$ cat src/rtl/opbyp_pkg.sv
package opbyp_pkg;
  typedef enum logic [1:0] {
    SEL_RF  = 2'd0,
    SEL_EXE = 2'd1,
    SEL_ACC = 2'd2
  } opnd_sel_t;
endpackage

$ cat src/rtl/opbyp_src_select.sv
module opbyp_src_select
  import opbyp_pkg::*;
#(
  parameter int DATA_W = 32,
  parameter int TAG_W  = 5
) (
  input  logic [TAG_W-1:0]  src,
  input  logic [DATA_W-1:0] rf_data,
  input  logic              exe_valid,
  input  logic              exe_is_load,
  input  logic [TAG_W-1:0]  exe_dst,
  input  logic [DATA_W-1:0] exe_result,
  input  logic              acc_valid,
  input  logic [TAG_W-1:0]  acc_dst,
  input  logic [DATA_W-1:0] acc_result,
  input  logic              wb_valid,
  input  logic [TAG_W-1:0]  wb_dst,
  input  logic [DATA_W-1:0] wb_data,
  output opnd_sel_t         sel,
  output logic [DATA_W-1:0] value,
  output logic              load_hit
);
  logic src_live;
  logic exe_tag_eq;
  logic exe_hit;
  logic acc_hit;
  logic wb_hit;
  logic [DATA_W-1:0] rf_path;

  // Register 0 is hard-wired, so it never takes a forwarded value.
  assign src_live   = (src != '0);
  assign exe_tag_eq = exe_valid && src_live && (exe_dst == src);
  assign exe_hit    = exe_tag_eq && !exe_is_load;
  assign load_hit   = exe_tag_eq && exe_is_load;
  assign acc_hit    = acc_valid && src_live && (acc_dst == src);
  assign wb_hit     = wb_valid && src_live && (wb_dst == src);

  // Write-before-read on the register-file port.
  assign rf_path = wb_hit ? wb_data : rf_data;

  always_comb begin
    if (exe_hit) begin
      sel   = SEL_EXE;
      value = exe_result;
    end else if (acc_hit) begin
      sel   = SEL_ACC;
      value = acc_result;
    end else begin
      sel   = SEL_RF;
      value = rf_path;
    end
  end

  // a zero source must always come from the register file
  always_comb begin
    assert_zero_src_rf_R6: assert (src_live || (sel == SEL_RF && value == rf_data));
  end
endmodule

$ cat src/rtl/opbyp_interlock.sv
module opbyp_interlock #(
  parameter int NUM_SRC = 2
) (
  input  logic               dec_valid,
  input  logic [NUM_SRC-1:0] load_hit,
  output logic               stall
);
  // Load data is not ready until the end of access: hold decode one cycle.
  assign stall = dec_valid && (|load_hit);
endmodule

$ cat src/rtl/opbyp_operand_reg.sv
module opbyp_operand_reg #(
  parameter int DATA_W = 32
) (
  input  logic              clk,
  input  logic              rst_sync_n,
  input  logic              load_en,
  input  logic [DATA_W-1:0] d,
  output logic [DATA_W-1:0] q
);
  logic [DATA_W-1:0] q_nxt;

  always_comb begin
    q_nxt = q;
    if (load_en) begin
      q_nxt = d;
    end
  end

  always_ff @(posedge clk or negedge rst_sync_n) begin
    if (!rst_sync_n) begin
      q <= '0;
    end else begin
      q <= q_nxt;
    end
  end
endmodule

$ cat src/rtl/operand_bypass_unit.sv
module operand_bypass_unit
  import opbyp_pkg::*;
#(
  parameter int DATA_W = 32,
  parameter int REG_N  = 32,
  localparam int TAG_W = $clog2(REG_N)
) (
  input  logic              clk,
  input  logic              rst_n,
  input  logic              dec_valid,
  input  logic [TAG_W-1:0]  dec_src_a,
  input  logic [TAG_W-1:0]  dec_src_b,
  input  logic [DATA_W-1:0] rf_data_a,
  input  logic [DATA_W-1:0] rf_data_b,
  input  logic              exe_valid,
  input  logic              exe_is_load,
  input  logic [TAG_W-1:0]  exe_dst,
  input  logic [DATA_W-1:0] exe_result,
  input  logic              acc_valid,
  input  logic [TAG_W-1:0]  acc_dst,
  input  logic [DATA_W-1:0] acc_result,
  input  logic              wb_valid,
  input  logic [TAG_W-1:0]  wb_dst,
  input  logic [DATA_W-1:0] wb_data,
  output logic [1:0]        sel_a,
  output logic [1:0]        sel_b,
  output logic              stall,
  output logic [DATA_W-1:0] opnd_a_q,
  output logic [DATA_W-1:0] opnd_b_q,
  output logic              issue_valid_q
);
  localparam int NUM_SRC = 2;

  // Reset: asserted asynchronously, released through two flops.
  logic rst_meta_n;
  logic rst_sync_n;

  always_ff @(posedge clk or negedge rst_n) begin
    if (!rst_n) begin
      rst_meta_n <= 1'b0;
      rst_sync_n <= 1'b0;
    end else begin
      rst_meta_n <= 1'b1;
      rst_sync_n <= rst_meta_n;
    end
  end

  logic [TAG_W-1:0]  src_vec   [NUM_SRC];
  logic [DATA_W-1:0] rf_vec    [NUM_SRC];
  logic [DATA_W-1:0] value_vec [NUM_SRC];
  logic [DATA_W-1:0] q_vec     [NUM_SRC];
  opnd_sel_t         sel_vec   [NUM_SRC];
  logic [NUM_SRC-1:0] load_hit;
  logic operand_en;
  logic issue_valid_nxt;

  assign src_vec[0] = dec_src_a;
  assign src_vec[1] = dec_src_b;
  assign rf_vec[0]  = rf_data_a;
  assign rf_vec[1]  = rf_data_b;

  generate
    for (genvar i = 0; i < NUM_SRC; i++) begin : g_src
      opbyp_src_select #(.DATA_W(DATA_W), .TAG_W(TAG_W)) u_sel (
        .src        (src_vec[i]),
        .rf_data    (rf_vec[i]),
        .exe_valid  (exe_valid),
        .exe_is_load(exe_is_load),
        .exe_dst    (exe_dst),
        .exe_result (exe_result),
        .acc_valid  (acc_valid),
        .acc_dst    (acc_dst),
        .acc_result (acc_result),
        .wb_valid   (wb_valid),
        .wb_dst     (wb_dst),
        .wb_data    (wb_data),
        .sel        (sel_vec[i]),
        .value      (value_vec[i]),
        .load_hit   (load_hit[i])
      );

      opbyp_operand_reg #(.DATA_W(DATA_W)) u_reg (
        .clk       (clk),
        .rst_sync_n(rst_sync_n),
        .load_en   (operand_en),
        .d         (value_vec[i]),
        .q         (q_vec[i])
      );
    end
  endgenerate

  opbyp_interlock #(.NUM_SRC(NUM_SRC)) u_lock (
    .dec_valid(dec_valid),
    .load_hit (load_hit),
    .stall    (stall)
  );

  assign operand_en = !stall;
  assign sel_a      = sel_vec[0];
  assign sel_b      = sel_vec[1];
  assign opnd_a_q   = q_vec[0];
  assign opnd_b_q   = q_vec[1];

  // Issue-valid flop: a stall turns the execute slot into a bubble.
  always_comb begin
    issue_valid_nxt = dec_valid && !stall;
  end

  always_ff @(posedge clk or negedge rst_sync_n) begin
    if (!rst_sync_n) begin
      issue_valid_q <= 1'b0;
    end else begin
      issue_valid_q <= issue_valid_nxt;
    end
  end

  // Assertions
  assert_sel_code_legal_R2: assert property (@(posedge clk) disable iff (!rst_sync_n)
    (sel_a != 2'd3) && (sel_b != 2'd3));

  assert_exe_forward_R3: assert property (@(posedge clk) disable iff (!rst_sync_n)
    (sel_a == SEL_EXE && !stall) |=> (opnd_a_q == $past(exe_result)));

  assert_acc_forward_R4: assert property (@(posedge clk) disable iff (!rst_sync_n)
    (sel_b == SEL_ACC && !stall) |=> (opnd_b_q == $past(acc_result)));

  assert_stall_bubble_R8: assert property (@(posedge clk) disable iff (!rst_sync_n)
    stall |=> (!issue_valid_q && $stable(opnd_a_q) && $stable(opnd_b_q)));

  assert_stall_cause_R10: assert property (@(posedge clk) disable iff (!rst_sync_n)
    stall |-> (dec_valid && exe_valid && exe_is_load && exe_dst != '0));

  assert_issue_follow_R9: assert property (@(posedge clk) disable iff (!rst_sync_n)
    !stall |=> (issue_valid_q == $past(dec_valid)));
endmodule

$ cat config.mk
export PLATFORM = sky130hd
export DESIGN_NAME = operand_bypass_unit
export DESIGN_NICKNAME = d
export VERILOG_FILES = /design/src/rtl/opbyp_pkg.sv /design/src/rtl/opbyp_src_select.sv /design/src/rtl/opbyp_interlock.sv /design/src/rtl/opbyp_operand_reg.sv /design/src/rtl/operand_bypass_unit.sv
export SDC_FILE = /design/constraint.sdc
export NUM_CORES = 1
export LEC_CHECK = 0
export CAP_MARGIN = 20
export CORE_ASPECT_RATIO = 0.75
export CORE_MARGIN = 10
export CORE_UTILIZATION = 50
export DETAILED_ROUTE_END_ITERATION = 7
export DONT_BUFFER_PORTS = 1
export PLACE_DENSITY = 0.62
export SYNTH_ARGS = -nofsm -noshare
export SYNTH_HDL_FRONTEND = slang
export SYNTH_SLANG_ARGS = --single-unit
$ cat constraint.sdc
create_clock -name clk -period 2.8 [get_ports clk]
set_input_delay 0.14 -clock clk [delete_from_list [all_inputs] [get_ports clk]]
set_output_delay 0.14 -clock clk [all_outputs]
set_load 0.05 [all_outputs]
==> summary.md <==
| Metric | Value |
|---|---|
| Worst-case reg-to-reg path depth | `2` |
| Finished Cell Area | `roughly 6300 µm²` |
| Static Leak | `2.078 nW` |
| Arr. time, crit path | `slightly above 2000 ps` |
| Reg clk slew, reported paths | `60 ps` |
| Post-CTS setup buffers | `0` |
| P_sw | `0.001210 W` |
| Synth Warn # | `0` |
| # IOs | `approximately 260` |
| CP Launch Point | `dec_src_a[0]` |
| Share of power burned in the clock network | `34.8%` |
| Top_reg_cell synth | `dfrtp_1` |
| CP startpoint kind | `input port` |
| Vias after detailed routing | `6,366` |
| Yosys reg bits | `67` |
| Drt wl/cell | `29.68 µm` |
| Area after DPL | `5672 µm²` |
| Top Layer Used | `met4` |
| Post-synthesis cell type count | `34` |
| Placed insts | `810` |
| Reg-to-Reg Start | `g_src[0].u_reg.q[10]` |
| Final std cells w/o fill | `slightly below 900` |
| DP HPWL | `17,150 µm` |
| Cells after Synth | `741` |
| Max_cap viols | `0` |
| Routed wl met3 | `~3900 µm` |
| Avg Synthesized Cell Area | `7.706 µm²` |
| Final Max Tran Viols | `0` |
| Setup_tns | `0 ps` |
| Hold depth | `2` |
| Top cells by area, synth | `dfrtp_1 29%, a211oi_1 8.4%, a21boi_0 8.4%` |
| Clk buf depth | `2` |
| Share of cells above drive strength 1 | `8.056%` |
| Internal power | `about 0.0019 W` |
| Detailed-route DRC error count | `0` |
| Fin nets | `907` |
| CP endpoint kind | `output port` |
| Cts-stage hold buffer count | `33` |
| Mapped Area | `~5700 µm²` |
| Post-CTS sizing | `0` |
| Critical path class | `input port to output port` |
| Combinational Power Share | `18.3%` |
| Die Width | `143.4 µm` |
| Fill cells | `1,041` |
| RSZ-0062 raised after global routing | `no` |
| Yosys top cell by area | `dfrtp_1` |
| Switching Fraction | `between 30 and 40%` |
| Hold Violations, Final | `0` |
| VDD IR-drop max | `0.3302 mV` |
| Worst Skew | `4.822 ps` |
| Initial core utilization | `51.61%` |
| RePlAce Congestion | `between 0.8 and 0.9` |
| Starting DRT DRC Count | `between 800 and 900` |
| Least-Margin Pin Slew | `~890 ps` |
| Drt first pass iters | `5` |
| Setup ws final | `630.6 ps` |
| Initial antenna violation count | `5` |
| All-layer global routing usage | `29.99%` |
| Tcrit/Tclk final | `a little under 80%` |
| TritonCTS clock tree | `done` |
| Number of synthesized flops with an enable pin | `0` |
| Clock insertion delay at the later pin of the skew report | `about 330 ps` |
| Cts bufs inserted | `9` |
| Antenna Nets Post-Route | `0` |
| Minimum clock period | `2169 ps` |
| Most numerous cell in the Yosys netlist | `nand2_1` |
| DIE HEIGHT | `112.6 µm` |
| Syn Nets | `between 900 and 1,000` |
| Hold Path Origin | `exe_result[2]` |
| Synth top area share | `29.36%` |
| Hold/Removal Path Class | `input port to register` |
| # rows | `33` |
| Place WS | `around 460 ps` |
| DRT met1 WL | `9430 µm` |
| Register area share after synthesis | `between 20% and 30%` |
| Crit path to | `stall` |
| Core footprint | `between 10,000 and 15,000 µm²` |
| Final setup fails | `0` |
| Final WL | `between 20,000 and 30,000 µm` |
| Gr ovfl total | `0` |
| Clk root buf | `clkbuf_16` |
| Reg2Reg Capture Point | `g_src[0].u_reg.q[10]` |
| Met2 WL | `approximately 12,000 µm` |
| Share of flip-flops with an asynchronous set or reset | `100.0%` |
| Sequential share of power | `between 40 and 50%` |
| CTS H-tree lvls | `3` |
| Vias per std cell | `7.343` |
| Area Overhead vs Synth | `10.67%` |
| Achievable Freq | `0.4610 GHz` |
| Outcome | `complete, no violations` |
| First-pass GRT wire length | `around 38,000 µm` |
| FF-to-FF setup slack | `1670 ps` |
| Design Power | `between 0.003 and 0.004 W` |
| PortBufs | `0` |
| Number of global-route vias before repair | `6,415` |
| Pwr dens | `487.8 nW/µm²` |
| Largest net degree at the start of global routing | `67` |
| Area of the die | `16,140 µm²` |
| Rel. slew slack | `approximately 41%` |
| Crit Path Max Fanout | `66` |
| CP Data Required Time | `2660 ps` |
| CTS sink count | `67` |
| Commonest cells in the netlist | `98 x nand2_1, 67 x dfrtp_1, 66 x nand3_1` |
[state kept, by name, indices dropped and copies added (netlist names)]
signal / count
issue_valid_q: 1
rst_meta_n: 1
rst_sync_n: 1
g_src.u_reg.q: 64
[critical path, cell delays in order]
cell     delay, ps
or4_4          560
nor2_1         130
or4_2          150
buf_4          610
a21oi_1        160
buf_4          230
[routing by layer]
layer | track usage (%) | vias up
li1 | - | 2747
met4 | 10.05 | 0
met2 | 46.78 | 519
met5 | 0 | -
met1 | 36.57 | 3007
met3 | 12.51 | 93
[cell type report]
class | instances | area [µm²] | share of cell area (%)
sequential | 67 | 1680 | 26.59
multi-input combinational | 544 | 3496 | 55.32
clock inverter | 6 | 41.29 | 0.6533
clock buffer | 10 | 239.0 | 3.781
timing repair buffer | 57 | 535.5 | 8.474
tap | 140 | 175.2 | 2.772
inverter | 36 | 135.1 | 2.138
antenna | 7 | 17.52 | 0.2772
[kinds of logic (layout without fill, tap and decap cells)]
| kind of cell | after synthesis | in the layout | share of synthesized area (%) |
|---|---|---|---|
| flops | 67 | 67 | 29.36 |
| compound gates | 265 | 265 | 35.12 |
| xor+xnor | 30 | 30 | 4.601 |
| buf+inv | 130 | 109 | 10.32 |
| other cells | 1 | 8 | 0.06567 |
| simple gates | 248 | 248 | 20.53 |
[power groups by stage]
stage / clock network (W) / registers [W] / logic, W
after floorplan: 0 / 0.00142 / 0.000375
after global placement: 0 / 0.00147 / 0.000485
after detailed placement: 0 / 0.00147 / 0.000496
after CTS: 0.00107 / 0.00145 / 0.000543
after global routing: 0.00113 / 0.00146 / 0.000600
final: 0.00107 / 0.00145 / 0.000563
[cell usage in the layout, fill, tap and decap left out, types with 3 or more instances in the layout]
cell type       n
a21boi_0       64
xor2_1         10
nor2_1          4
nand3_1        64
inv_1          34
dlygate4sd3_1  33
clkbuf_16       9
nand2_1        97
o311ai_1       35
a211oi_1       64
dfrtp_1        66
a31oi_1        64
buf_4          22
nor3_1         64
o311ai_0       29
clkinvlp_4      3
o211a_1         3
diode_2         7
xnor2_1        20
[through the flow]
stage	hold WS, ps	utilization, %
final	11.26	57.11
after global routing	31.89	57.02
after CTS	1.635	56.77
after detailed placement	-155.5	51.26
after global placement	-155.5	51.26
after floorplan	-155.6	-
[how the worst min path moves through the flow]
stage	endpoint	slack [ps]
finish	g_src[0].u_reg.q[2]	10
global route	g_src[0].u_reg.q[2]	30
CTS	g_src[0].u_reg.q[2]	2
detailed placement	rst_meta_n	-160
global placement	rst_meta_n	-160
floorplan	rst_meta_n	-160
Power figures use the tool's default switching activity.
